### src/rtl/lpq_pkg.sv
package lpq_pkg;

  typedef enum logic [1:0] {
    XM_SINGLE   = 2'b00,
    XM_DUAL     = 2'b01,
    XM_QUAD     = 2'b10,
    XM_FLASHCMD = 2'b11
  } xfer_mode_e;

  localparam int unsigned PATH_STOP = 0;
  localparam int unsigned PATH_MDIS = 1;
  localparam int unsigned NUM_PATHS = 2;

  function automatic logic is_cmd_mode(input xfer_mode_e m);
    return (m == XM_FLASHCMD);
  endfunction

endpackage

### src/rtl/lpq_rst_sync.sv
module lpq_rst_sync #(
  parameter int unsigned STAGES = 2
) (
  input  logic clk,
  input  logic rst_n,
  output logic rst_n_sync
);
  logic [STAGES-1:0] sync_q;
  logic [STAGES-1:0] sync_nxt;

  always_comb begin
    sync_nxt = {sync_q[STAGES-2:0], 1'b1};
  end

  always_ff @(posedge clk or negedge rst_n) begin
    if (!rst_n) sync_q <= '0;
    else        sync_q <= sync_nxt;
  end

  assign rst_n_sync = sync_q[STAGES-1];
endmodule

### src/rtl/lpq_safe_point.sv
module lpq_safe_point
  import lpq_pkg::*;
(
  input  logic       clk,
  input  logic       rst_n,
  input  xfer_mode_e mode,
  input  logic       xfer_active,
  input  logic       frame_end,
  input  logic       cmd_start,
  input  logic       cmd_done,
  output logic       busy,
  output logic       safe
);
  logic busy_q;
  logic busy_nxt;
  logic busy_en;

  // Command tracker: a new start has priority over completion.
  always_comb begin
    busy_en  = cmd_start | cmd_done;
    busy_nxt = busy_q;
    if (cmd_start)     busy_nxt = 1'b1;
    else if (cmd_done) busy_nxt = 1'b0;
  end

  always_ff @(posedge clk or negedge rst_n) begin
    if (!rst_n)       busy_q <= 1'b0;
    else if (busy_en) busy_q <= busy_nxt;
  end

  // Safe point depends on the active datapath mode.
  always_comb begin
    if (is_cmd_mode(mode)) safe = ~busy_q | cmd_done;
    else                   safe = ~xfer_active | frame_end;
  end

  assign busy = busy_q;
endmodule

### src/rtl/lpq_grant.sv
module lpq_grant (
  input  logic clk,
  input  logic rst_n,
  input  logic req,
  input  logic safe,
  output logic granted
);
  logic grant_q;
  logic grant_nxt;

  // A grant is taken at a safe point and held until the request drops.
  always_comb begin
    grant_nxt = req & (grant_q | safe);
  end

  always_ff @(posedge clk or negedge rst_n) begin
    if (!rst_n) grant_q <= 1'b0;
    else        grant_q <= grant_nxt;
  end

  assign granted = grant_q;
endmodule

### src/rtl/lpq_hold.sv
module lpq_hold #(
  parameter int unsigned W = 4
) (
  input  logic         clk,
  input  logic         rst_n,
  input  logic         freeze,
  input  logic [W-1:0] d,
  output logic [W-1:0] q
);
  logic [W-1:0] q_r;
  logic         load_en;

  always_comb begin
    load_en = ~freeze;
  end

  always_ff @(posedge clk or negedge rst_n) begin
    if (!rst_n)       q_r <= '0;
    else if (load_en) q_r <= d;
  end

  assign q = q_r;
endmodule

### src/rtl/lpq_guard.sv
module lpq_guard (
  input  logic clk,
  input  logic rst_n,
  input  logic window,
  input  logic cmd_mode,
  input  logic cmd_start,
  input  logic bus_req,
  output logic err
);
  logic err_q;
  logic err_nxt;

  always_comb begin
    err_nxt = window & cmd_mode & (cmd_start | bus_req);
  end

  always_ff @(posedge clk or negedge rst_n) begin
    if (!rst_n) err_q <= 1'b0;
    else        err_q <= err_nxt;
  end

  assign err = err_q;
endmodule

### src/rtl/lpq_ctrl.sv
module lpq_ctrl
  import lpq_pkg::*;
#(
  parameter int unsigned IRQ_W      = 4,
  parameter int unsigned DMA_W      = 2,
  parameter int unsigned RST_STAGES = 2
) (
  input  logic             clk,
  input  logic             rst_n,
  input  logic [1:0]       mode_i,
  input  logic             xfer_active_i,
  input  logic             frame_end_i,
  input  logic             cmd_start_i,
  input  logic             cmd_done_i,
  input  logic             bus_req_i,
  input  logic             stop_req_i,
  output logic             stop_ack_o,
  input  logic             mdis_wr_en_i,
  input  logic             mdis_wr_data_i,
  output logic             mdis_o,
  output logic             clk_en_o,
  output logic             quiesced_o,
  output logic             busy_o,
  input  logic [IRQ_W-1:0] irq_i,
  input  logic [DMA_W-1:0] dma_i,
  output logic [IRQ_W-1:0] irq_o,
  output logic [DMA_W-1:0] dma_o,
  output logic             illegal_o
);
  logic           rst_int_n;
  xfer_mode_e     mode;
  logic           safe;
  logic           mdis_q;
  logic           mdis_nxt;
  logic [NUM_PATHS-1:0] path_req;
  logic [NUM_PATHS-1:0] path_grant;
  logic           stop_window;

  lpq_rst_sync #(.STAGES(RST_STAGES)) u_rst (
    .clk        (clk),
    .rst_n      (rst_n),
    .rst_n_sync (rst_int_n)
  );

  assign mode = xfer_mode_e'(mode_i);

  lpq_safe_point u_safe (
    .clk         (clk),
    .rst_n       (rst_int_n),
    .mode        (mode),
    .xfer_active (xfer_active_i),
    .frame_end   (frame_end_i),
    .cmd_start   (cmd_start_i),
    .cmd_done    (cmd_done_i),
    .busy        (busy_o),
    .safe        (safe)
  );

  // Software disable bit.
  always_comb begin
    mdis_nxt = mdis_wr_data_i;
  end

  always_ff @(posedge clk or negedge rst_int_n) begin
    if (!rst_int_n)        mdis_q <= 1'b0;
    else if (mdis_wr_en_i) mdis_q <= mdis_nxt;
  end

  // Two independent grant paths sharing one safe-point decision.
  assign path_req[PATH_STOP] = stop_req_i;
  assign path_req[PATH_MDIS] = mdis_q;

  for (genvar p = 0; p < NUM_PATHS; p++) begin : g_path
    lpq_grant u_grant (
      .clk     (clk),
      .rst_n   (rst_int_n),
      .req     (path_req[p]),
      .safe    (safe),
      .granted (path_grant[p])
    );
  end

  assign stop_ack_o = path_grant[PATH_STOP];
  assign clk_en_o   = ~path_grant[PATH_MDIS];
  assign quiesced_o = |path_grant;
  assign mdis_o     = mdis_q;

  lpq_hold #(.W(IRQ_W)) u_irq_hold (
    .clk    (clk),
    .rst_n  (rst_int_n),
    .freeze (path_grant[PATH_STOP]),
    .d      (irq_i),
    .q      (irq_o)
  );

  lpq_hold #(.W(DMA_W)) u_dma_hold (
    .clk    (clk),
    .rst_n  (rst_int_n),
    .freeze (path_grant[PATH_STOP]),
    .d      (dma_i),
    .q      (dma_o)
  );

  assign stop_window = stop_req_i | path_grant[PATH_STOP];

  lpq_guard u_guard (
    .clk       (clk),
    .rst_n     (rst_int_n),
    .window    (stop_window),
    .cmd_mode  (is_cmd_mode(mode)),
    .cmd_start (cmd_start_i),
    .bus_req   (bus_req_i),
    .err       (illegal_o)
  );
endmodule

### config.mk
export PLATFORM = sky130hd
export DESIGN_NAME = lpq_ctrl
export DESIGN_NICKNAME = d
export VERILOG_FILES = /design/src/rtl/lpq_pkg.sv /design/src/rtl/lpq_rst_sync.sv /design/src/rtl/lpq_safe_point.sv /design/src/rtl/lpq_grant.sv /design/src/rtl/lpq_hold.sv /design/src/rtl/lpq_guard.sv /design/src/rtl/lpq_ctrl.sv
export SDC_FILE = /design/constraint.sdc
export NUM_CORES = 1
export LEC_CHECK = 0
export ABC_AREA = 1
export CAP_MARGIN = 30
export CORE_MARGIN = 2
export CORE_UTILIZATION = 36
export CTS_CLUSTER_SIZE = 25
export DETAILED_ROUTE_END_ITERATION = 8
export PLACE_DENSITY = 0.76
export SYNTH_ARGS = -nofsm -noshare
export SYNTH_HDL_FRONTEND = slang
export SYNTH_SLANG_ARGS = --single-unit
### constraint.sdc
create_clock -name clk -period 0.8 [get_ports clk]
set_input_delay 0.08 -clock clk [delete_from_list [all_inputs] [get_ports clk]]
set_output_delay 0.08 -clock clk [all_outputs]
set_load 0.005 [all_outputs]
* Yosys cells after proc, flatten, opt, wreduce, memory -nomap -nowiden
Cells that the tools add are included.
Word-level totals: input bits 18, output and inout port bits 12, bits in registers 13, logic and storage cells 29
Cells by class: bitwise logic cells 14, muxes and demuxes 3, equal/unequal tests 1, reductions and logical operators 3
Operator list (number):
- 1-bit bitwise OR | 7
- 1-bit bitwise AND | 4
- 1-bit 2-to-1 mux | 3
- 1-bit inverter | 3
- 2-bit equality test, second input constant | 1
- 2-bit AND reduction | 1
- 2-bit nonzero test | 1
- 2-bit OR reduction | 1

* Logic depth before layout (Yosys ltp)
Gate-level depths: netlist of the first run.
depth after elaboration 5, mapped depth 6, mapped depth without buffers 6

* Cells and area by module
A second synthesis of the first run with hierarchy kept.
Unflattened totals: cell total of the unflattened synthesis 63, area total of the unflattened synthesis 520.5 um2
By module, submodules not included:
- lpq_hold (u_irq_hold) | sequential area each 100.1 um2, cells an instance 17, area an instance 148.9 um2, instances 1
- lpq_hold (u_dma_hold) | sequential area each 50.0 um2, cells an instance 9, area an instance 76.3 um2, instances 1
- lpq_grant | sequential area each 25.0 um2, cells an instance 4, area an instance 36.3 um2, instances 2
- lpq_safe_point | sequential area each 25.0 um2, cells an instance 12, area an instance 68.8 um2, instances 1
- lpq_ctrl | sequential area each 25.0 um2, cells an instance 10, area an instance 63.8 um2, instances 1
- lpq_rst_sync | sequential area each 50.0 um2, cells an instance 3, area an instance 53.8 um2, instances 1
- lpq_guard | sequential area each 25.0 um2, cells an instance 4, area an instance 36.3 um2, instances 1

* Worst setup path before layout of the first run
OpenSTA, ideal clock, no wires.
kind register -> register, start register g_path[0].u_grant.grant_q, end register g_path[0].u_grant.grant_q, setup time 0.113 ns, arrival 0.715 ns, path buffers 1, stages on the path, launching flop included 6, clock period less this slack 0.828 ns, required time 0.687 ns, setup slack -0.028 ns, cell sequence dfrtp_1 buf_6 inv_8 nand3_2 nand2_1 inv_1
Between the ends: cells in the longest elaborated chain, start to end 2
Ends and longest elaborated chain:
- from (decl) | line lpq_grant.sv:8 | logic grant_q;
- from (signal assigned) | line lpq_grant.sv:18 | else grant_q <= grant_nxt;
- 1-bit bitwise OR | line lpq_grant.sv:13 | grant_nxt = req & (grant_q | safe);
- 1-bit bitwise AND | line lpq_grant.sv:13
- via g_path[0].u_grant.grant_nxt | line lpq_grant.sv:9 | logic grant_nxt;
The timed path passes the listed nets, and every way through them passes these cells. A chain may end at the register's enable or synchronous reset.

* Worst setup path after layout of the first run
start register g_path[0].u_grant.grant_q, end output port quiesced_o
Between the ends: cells in the longest elaborated chain, start to end 1
Ends and longest elaborated chain:
- 2-bit OR reduction | line lpq_ctrl.sv:85 | assign quiesced_o = |path_grant;
- to (decl) | line lpq_ctrl.sv:22 | output logic quiesced_o,
Every way passes these cells.

==> impl_table.tex, run 1 <==
\begin{tabular}{lr}
\hline
Metric & Value \\
\hline
\multicolumn{2}{l}{\textbf{Critical path}} \\
Crit Path Class & reg2out \\
Required time at the endpoint of the critical path & around 0.72 ns \\
Endpoint arrival time on the critical path & 1.01 ns \\
Category of the worst setup path launch point & flip-flop \\
R2R Path Start & g\_path[0].u\_grant.granted \\
Critical path endpoint category & primary output \\
CP Max Fanout & 2 \\
Setup crit start & g\_path[0].u\_grant.granted \\
\multicolumn{2}{l}{\textbf{Final layout}} \\
Layout Cells excl Fill & 119 \\
Share of final-layout standard cells stronger than drive strength 1 & 0.490 \\
Final antenna diode count & 0 \\
End-of-flow core utilization & 0.762 \\
Synthesis-to-layout area growth & 91.2\% \\
Number of nets in the layout & between 100 and 150 \\
Final-layout fill cell count & 92 \\
Fin area & 1030 µm² \\
\multicolumn{2}{l}{\textbf{Global route}} \\
Pin count of the biggest net entering global routing & 12 \\
Total grt overflow & 0 \\
Number of global-route vias before repair & 548 \\
Initial antenna violation count & 0 \\
Global-route wire length before repair & 2.46 mm \\
Global-route usage over all layers & 0.185 \\
\multicolumn{2}{l}{\textbf{Power}} \\
Sequential group share of total power & 0.460 \\
Clock network fraction of design power & 0.242 \\
Portion of total power attributed to combinational logic & 0.298 \\
Switching component of the power & 0.440 mW \\
Switching fraction of total power & 0.266 \\
Maximum VDD drop & just under 1 mV \\
Pleak & 0.549 nW \\
Total power of the final layout & 1.65 mW \\
Internal power component & 1.21 mW \\
Power density of the placed cells & 1610 nW/µm² \\
\multicolumn{2}{l}{\textbf{Logic synthesis}} \\
Area of the mapped netlist & 538 µm² \\
Post-synth top area cell & sky130\_fd\_sc\_hd\_\_dfrtp\_1 \\
Number of synthesized flops with an enable pin & 0 \\
Yosys top cell area share & 0.605 \\
Most numerous cell types in the synthesized netlist & sky130\_fd\_sc\_hd\_\_nand2\_1, sky130\_fd\_sc\_hd\_\_dfrtp\_1, sky130\_fd\_sc\_hd\_\_inv\_1, sky130\_fd\_sc\_hd\_\_nand2\_2 \\
Syn avg cell area & 9.61 µm² \\
Portion of the post-synthesis area used by sequential elements & 0.605 \\
Async set-reset flop share out of synthesis & 1.00 \\
Number of synthesized register bits & 13 \\
Net count after synthesis & 74 \\
Cell types occupying the most area after synthesis & sky130\_fd\_sc\_hd\_\_dfrtp\_1, sky130\_fd\_sc\_hd\_\_nand2\_1, sky130\_fd\_sc\_hd\_\_nand2\_2 \\
Most used flip-flop cell after synthesis & sky130\_fd\_sc\_hd\_\_dfrtp\_1 \\
Synthesis warning total & 0 \\
Cell with the most instances after synthesis & sky130\_fd\_sc\_hd\_\_nand2\_1 \\
Number of distinct library cells after synthesis & 12 \\
Gate count of the mapped netlist & 56 \\
\multicolumn{2}{l}{\textbf{Clock tree}} \\
Latest clock arrival within the worst-skew pair & 0.27 ns \\
Clock tree from TritonCTS & yes \\
Clock slew seen by the registers of the worst setup and hold paths & roughly 0.080 ns \\
Num CTS Buffers & 3 \\
Maximum clock insertion buffer count & 2 \\
Maximum level of the CTS H-tree & 1 \\
Clk root buf & sky130\_fd\_sc\_hd\_\_clkbuf\_4 \\
Clk sink count & 13 \\
\multicolumn{2}{l}{\textbf{Detailed routing}} \\
DRT antenna net count & 0 \\
Vias after detailed routing & roughly 520 \\
Post-DR wirelength/cell & 11.9 µm \\
Wirelength, routed & 1.41 mm \\
Vias per cell & 4.40 \\
First drt pass iteration count & 2 \\
Number of DRC violations after detailed-routing iteration 0 & 4 \\
DRC Markers & 0 \\
\multicolumn{2}{l}{\textbf{Placement}} \\
Worst setup slack before clock tree synthesis & -0.318 ns \\
Half-perimeter wire length of the detailed placement result & roughly 930 µm \\
Standard cell area after detailed placement & a little under 900 µm² \\
Weighted congestion at the end of routability-driven global placement & 0.696 \\
Port Buffers & 29 \\
Placed cells & around 100 \\
\multicolumn{2}{l}{\textbf{Floorplanning}} \\
Starting utilization of the core area & 0.399 \\
IO Count & 30 \\
Die footprint & 1820 µm² \\
Die Height & 42.7 µm \\
Width of the die & 42.7 µm \\
Count of standard-cell rows & 13 \\
Core outline area & 1350 µm² \\
\multicolumn{2}{l}{\textbf{Timing}} \\
Worst setup slack after layout & -0.295 ns \\
Maximum clock rate & 914 MHz \\
Post-Route Skew & about 0.0026 ns \\
Setup violators final & 22 \\
Final Hold Fails & 0 \\
Crit path time final & around 1.1 ns \\
Max-slew violation total from the final report & 0 \\
Setup repair after global routing missed its margin & yes \\
Fraction of the cycle the final worst path needs & 1.37 \\
\multicolumn{2}{l}{\textbf{Min path}} \\
Class of the most critical hold timing path & reg2async \\
\multicolumn{2}{l}{\textbf{Flow run}} \\
Max-Cap Viols & 0 \\
\multicolumn{2}{l}{\textbf{Status}} \\
Failing checks & setup timing \\
Status & finished, violations left \\
\hline
\end{tabular}
==> path summary, 6_finish.rpt <==
check,endpoint,slack (ns),depth (start not counted)
hold / removal,u_dma_hold.q[1],0.18,0
setup / recovery,quiesced_o,-0.29,4
min in group clk,u_irq_hold.q[0],0.34,3
max in group asynchronous,u_rst.sync_q[1],0.18,2
setup reg to reg,u_irq_hold.q[1],-0.25,5
hold reg to reg,u_dma_hold.q[1],0.18,0
==> kinds of logic after synthesis <==
kind of cell / synth area share
buffers and inverters: 0.0907
flip-flops: 0.605
multiplexers: 0.0209
other: 0.00697
AND/OR/NAND/NOR: 0.277
==> flip-flops by register name, summed over array words and instances, names as in the netlist <==
register and cells:
mdis_o 1, u_rst.sync_q 2, u_guard.err 1, g_path.u_grant.granted 2
u_safe.busy 1, u_irq_hold.q 4, u_dma_hold.q 2
==> per-layer routing <==
layer | up-vias | part of all wire | track usage
li1 | 260 | - | -
met1 | 241 | 0.37 | 0.202
met2 | 18 | 0.56 | 0.330
met3 | 5 | 0.056 | 0.0681
met4 | 0 | 0.0099 | 0.0563
met5 | - | 0 | 0
==> worst max-delay path, stage by stage (launching register included) <==
cell	delay, ns
sky130_fd_sc_hd__dfrtp_2	0.43
sky130_fd_sc_hd__buf_12	0.14
sky130_fd_sc_hd__clkinv_8	0.04
sky130_fd_sc_hd__nand2_4	0.03
sky130_fd_sc_hd__buf_6	0.10
==> power by group through the flow <==
stage	registers (mW)	clock network, mW	logic, mW
final	0.761	0.400	0.493
after floorplan	0.771	0	0.116
after global placement	0.771	0	0.366
after detailed placement	0.774	0	0.371
after global routing	0.770	0.454	0.532
after CTS	0.763	0.410	0.394
==> stage by stage <==
step	hold slack, ns	TNS, ns
after floorplan	-0.216	-0.0201
after global placement	0.191	-2.71
after detailed placement	0.203	-2.87
after CTS	0.204	-3.23
after global routing	0.240	-4.17
final	0.182	-3.34
==> what timing repair did <==
action	in CTS	in global routing
endpoints found under the setup margin	21	22
hold buffers	1	0
hold endpoints to repair	2	0
pin swaps	9	1
gates resized for setup	57	14
setup buffers	4	7
==> cells in the final DEF, fill, tap and decap left out, types with 3 or more instances in the layout <==
| cell | Yosys | layout |
|---|---|---|
| sky130_fd_sc_hd__buf_6 | 1 | 3 |
| sky130_fd_sc_hd__nand2_1 | 23 | 14 |
| sky130_fd_sc_hd__nand2_2 | 4 | 8 |
| sky130_fd_sc_hd__clkbuf_4 | 0 | 3 |
| sky130_fd_sc_hd__nand2_4 | 0 | 5 |
| sky130_fd_sc_hd__dfrtp_1 | 13 | 12 |
| sky130_fd_sc_hd__buf_4 | 0 | 11 |
| sky130_fd_sc_hd__clkdlybuf4s50_1 | 0 | 17 |
| sky130_fd_sc_hd__inv_1 | 6 | 5 |
| sky130_fd_sc_hd__buf_2 | 0 | 9 |
==> layout make-up <==
class | count | area, µm² | area share
Timing Repair Buffer | 45 | 392 | 0.381
Sequential cell | 13 | 327 | 0.318
Multi-Input combinational cell | 34 | 223 | 0.217
Inverter | 8 | 42.5 | 0.0414
Clock buffer | 4 | 26.3 | 0.0255
Tap cell | 15 | 18.8 | 0.0182
Power figures use the tool's default switching activity.
==> run 2: changes to the inputs <==
--- a/config.mk
+++ b/config.mk
@@ -5,13 +5,12 @@
 export SDC_FILE = /design/constraint.sdc
 export NUM_CORES = 1
 export LEC_CHECK = 0
-export ABC_AREA = 1
 export CAP_MARGIN = 30
 export CORE_MARGIN = 2
-export CORE_UTILIZATION = 36
-export CTS_CLUSTER_SIZE = 25
+export CORE_UTILIZATION = 34
+export CTS_CLUSTER_SIZE = 12
 export DETAILED_ROUTE_END_ITERATION = 8
-export PLACE_DENSITY = 0.76
+export PLACE_DENSITY = 0.74
 export SYNTH_ARGS = -nofsm -noshare
 export SYNTH_HDL_FRONTEND = slang
 export SYNTH_SLANG_ARGS = --single-unit
==> run 2 against run 1 <==
Effect of this change:
- the run still ends with setup timing left
- first-iteration DRC count is 50% lower
- fmax fell by 0.66%
- global-route usage fell by 4.8 points
- count of clock-buffer cells in the layout fell by 1
- area after synthesis decreased by 7.9%
- combinational power is 24% lower
- hold slack worse by 0.0037 ns
- flip-flop and latch count did not move
- critical endpoint is now g_path[0].u_grant.granted
- highest routed layer is now met3
==> impl_table.tex, run 2 <==
\begin{tabular}{lr}
\hline
Metric & Value \\
\hline
\multicolumn{2}{l}{\textbf{Status}} \\
Status & finished, violations left \\
Failing checks & setup timing \\
\multicolumn{2}{l}{\textbf{Critical path}} \\
Category of the worst setup path launch point & flip-flop \\
Crit Path Class & reg2reg \\
Register-to-Register Path Depth & 4 (-1) \\
Setup crit start & u\_safe.busy \\
R2R Path Start & u\_safe.busy \\
Required time at the endpoint of the critical path & 1.01 ns (+0.29 ns) \\
CP Max Fanout & 2 (unchanged) \\
Slowest library cell on the worst path & sky130\_fd\_sc\_hd\_\_dfrtp\_1 \\
Cells along the critical path & buf\_6, and4b\_1, a31oi\_2, o21a\_1 \\
Critical path endpoint category & flip-flop \\
Stage delay of the slowest cell on the critical path & 0.41 ns (-0.02 ns) \\
Endpoint arrival time on the critical path & 1.31 ns (+0.30 ns) \\
\multicolumn{2}{l}{\textbf{Floorplanning}} \\
Core outline area & 1330 µm² (-1.2\%) \\
Die Height & 42.2 µm (-1.1\%) \\
Width of the die & 42.2 µm (-1.1\%) \\
Die footprint & 1780 µm² (-2.3\%) \\
Count of standard-cell rows & 13 (unchanged) \\
Starting utilization of the core area & 0.371 (-0.0270) \\
IO Count & 30 (unchanged) \\
\multicolumn{2}{l}{\textbf{Clock tree}} \\
Latest clock arrival within the worst-skew pair & 0.27 ns (about the same) \\
Num CTS Buffers & 3 (unchanged) \\
Clk root buf & sky130\_fd\_sc\_hd\_\_clkbuf\_4 \\
Clock slew seen by the registers of the worst setup and hold paths & 0.09 ns (about the same) \\
Clock tree from TritonCTS & yes \\
Maximum clock insertion buffer count & 2 (unchanged) \\
Maximum level of the CTS H-tree & 1 (unchanged) \\
Clk sink count & 13 (unchanged) \\
\multicolumn{2}{l}{\textbf{Logic synthesis}} \\
Post-synth top area cell & sky130\_fd\_sc\_hd\_\_dfrtp\_1 \\
Combinational family with the most area after synthesis & multiplexers \\
Portion of the post-synthesis area used by sequential elements & 0.657 (+0.0519) \\
Synthesis warning total & 0 (unchanged) \\
Area of the mapped netlist & 495 µm² (-7.9\%) \\
Fraction of synthesized area in multiplexers & 0.159 (+0.138) \\
Adder-cell share of the synthesized area & 0 (unchanged) \\
Yosys top cell area share & 0.657 (+0.0519) \\
Cell types occupying the most area after synthesis & sky130\_fd\_sc\_hd\_\_dfrtp\_1, sky130\_fd\_sc\_hd\_\_mux2\_2, sky130\_fd\_sc\_hd\_\_o21a\_1 \\
Number of synthesized flops with an enable pin & 0 (unchanged) \\
Syn avg cell area & 14.6 µm² (+52\%) \\
Most numerous cell types in the synthesized netlist & sky130\_fd\_sc\_hd\_\_dfrtp\_1, sky130\_fd\_sc\_hd\_\_mux2\_2, sky130\_fd\_sc\_hd\_\_inv\_1, sky130\_fd\_sc\_hd\_\_o21a\_1 \\
Net count after synthesis & 52 (-30\%) \\
Fraction of synthesized cell area in xor and xnor cells & 0 (unchanged) \\
Gate count of the mapped netlist & 34 (-39\%) \\
Number of synthesized register bits & 13 (unchanged) \\
Async set-reset flop share out of synthesis & 1.00 (unchanged) \\
Simple-gate share of the synthesized area & 0.0480 (-0.229) \\
Number of distinct library cells after synthesis & 13 (+1) \\
Compound-gate portion of the synthesized area & 0.0833 (+0.0833) \\
Cell with the most instances after synthesis & sky130\_fd\_sc\_hd\_\_dfrtp\_1 \\
Most used flip-flop cell after synthesis & sky130\_fd\_sc\_hd\_\_dfrtp\_1 \\
\multicolumn{2}{l}{\textbf{Placement}} \\
Weighted congestion at the end of routability-driven global placement & 0.740 (+6.4\%) \\
Worst setup slack before clock tree synthesis & -0.372 ns (-0.0538 ns) \\
Half-perimeter wire length of the detailed placement result & 778 µm (-16\%) \\
Port Buffers & 29 (unchanged) \\
Placed cells & 81 (-22\%) \\
\multicolumn{2}{l}{\textbf{Power}} \\
Sequential group share of total power & 0.493 (+0.033) \\
Clock network fraction of design power & 0.263 (+0.021) \\
Switching component of the power & 0.362 mW (-18\%) \\
Maximum VDD drop & 1.38 mV (+41\%) \\
Portion of total power attributed to combinational logic & 0.244 (-0.054) \\
Switching fraction of total power & 0.237 (-0.0294) \\
Internal power component & 1.17 mW (-3.7\%) \\
Pleak & 0.428 nW (-22\%) \\
Power density of the placed cells & 1700 nW/µm² (+5.5\%) \\
\multicolumn{2}{l}{\textbf{Timing}} \\
Setup violators final & 22 (unchanged) \\
Setup repair after global routing missed its margin & yes \\
Worst hold slack across all endpoints & 0.179 ns (-0.00365 ns) \\
Maximum clock rate & 908 MHz (-0.66\%) \\
Total Neg Setup Slack & -3.53 ns (-0.182 ns) \\
Fraction of the cycle the final worst path needs & 1.38 (+0.00907) \\
Crit path time final & 1.10 ns (+0.00726 ns) \\
Max-slew violation total from the final report & 0 (unchanged) \\
Final Hold Fails & 0 (unchanged) \\
Post-Route Skew & 0.00533 ns (+0.00278 ns) \\
Worst setup slack after layout & -0.302 ns (-0.00726 ns) \\
\multicolumn{2}{l}{\textbf{Detailed routing}} \\
DRT antenna net count & 0 (unchanged) \\
Vias per cell & 4.49 (+2.1\%) \\
DRC Markers & 0 (unchanged) \\
Vias after detailed routing & 409 (-22\%) \\
Number of DRC violations after detailed-routing iteration 0 & 2 (-2) \\
Post-DR wirelength/cell & 12.5 µm (+5.2\%) \\
Wirelength, routed & 1.14 mm (-20\%) \\
First drt pass iteration count & 3 (+1) \\
\multicolumn{2}{l}{\textbf{Final layout}} \\
Leading cell types in the layout, fill and taps excluded & sky130\_fd\_sc\_hd\_\_clkdlybuf4s50\_1, sky130\_fd\_sc\_hd\_\_dfrtp\_1, sky130\_fd\_sc\_hd\_\_buf\_6 \\
End-of-flow core utilization & 0.676 (-0.0855) \\
Synthesis-to-layout area growth & 82.1\% \\
Number of nets in the layout & 95 (-23\%) \\
Largest register FFs & 4 (unchanged) \\
Share of final-layout standard cells stronger than drive strength 1 & 0.474 (-0.0167) \\
Final-layout fill cell count & 102 (+11\%) \\
Layout Cells excl Fill & 91 (-24\%) \\
Final antenna diode count & 0 (unchanged) \\
Most common cell after layout, fill and taps aside & sky130\_fd\_sc\_hd\_\_clkdlybuf4s50\_1 \\
\multicolumn{2}{l}{\textbf{Flow run}} \\
Max-Cap Viols & 0 (unchanged) \\
\multicolumn{2}{l}{\textbf{Global route}} \\
Global-route wire length before repair & 1.88 mm (-23\%) \\
Global-route usage over all layers & 0.137 (-0.0480) \\
Pin count of the biggest net entering global routing & 12 (unchanged) \\
Initial antenna violation count & 0 (unchanged) \\
Number of global-route vias before repair & 430 (-22\%) \\
Total grt overflow & 0 (unchanged) \\
\multicolumn{2}{l}{\textbf{Min path}} \\
Class of the most critical hold timing path & reg2async \\
\hline
\end{tabular}
run 2: final timing paths:
kind	slack (ns)	to
min in group clk	0.36	u_rst.sync_q[1]
worst max register to register	-0.30	g_path[0].u_grant.granted
worst max-delay path	-0.30	g_path[0].u_grant.granted
worst min-delay path	0.18	mdis_o
worst min register to register	0.18	mdis_o
max in group asynchronous	0.18	u_rst.sync_q[1]
run 2: timing repair:
item | in CTS | in global routing
hold endpoints to repair | 2 | 0
pin swaps | 0 | 3
setup buffers | 5 | 1
hold buffers | 1 | 0
resized for setup | 56 | 8
setup endpoints to repair | 22 | 22
run 2: layer usage:
metal  track usage  vias to the layer above  wire (µm)
li1              -                      198          -
met1         0.158                      195        461
met2         0.252                       16        606
met3        0.0302                        0         70
met4        0.0375                        0          0
met5             0                        -          0
run 2: critical path: cells and delay by family, from the launching register on:
family	cells	cell delay, ns
AO/OA/AOI/OAI	2	0.33
buffers and inverters	1	0.12
flip-flops	1	0.41
AND/OR/NAND/NOR	1	0.18
run 2: power groups by stage:
stage | registers, mW | logic [mW] | clock network (mW)
5_1_grt | 0.767 | 0.401 | 0.453
3_5_place_dp | 0.767 | 0.337 | 0
2_1_floorplan | 0.771 | 0.0911 | 0
6_report | 0.755 | 0.373 | 0.402
3_3_place_gp | 0.764 | 0.333 | 0
4_1_cts | 0.754 | 0.344 | 0.418
run 2: cells by family after synthesis:
kind of cell           Yosys count
other                            1
muxes                            7
AOI/OAI and AO/OA                5
DFF                             13
buffers and inverters            4
and+or+nand+nor                  4
run 2: final cells by class:
class	count	area, µm²	share of cell area
timing repair buffer	39	359	0.398
sequential	13	325	0.361
multi-input combinational	17	160	0.178
clock buffer	3	22.5	0.0250
tap	15	18.8	0.0208
inverter	3	11.3	0.0125
clock inverter	1	5.00	0.00555
run 2: metrics by stage:
stage	power (mW)	cell area (µm²)
finish	1.53	902
global route	1.62	902
CTS	1.52	866
detailed placement	1.10	823
global placement	1.10	823
floorplan	0.862	495
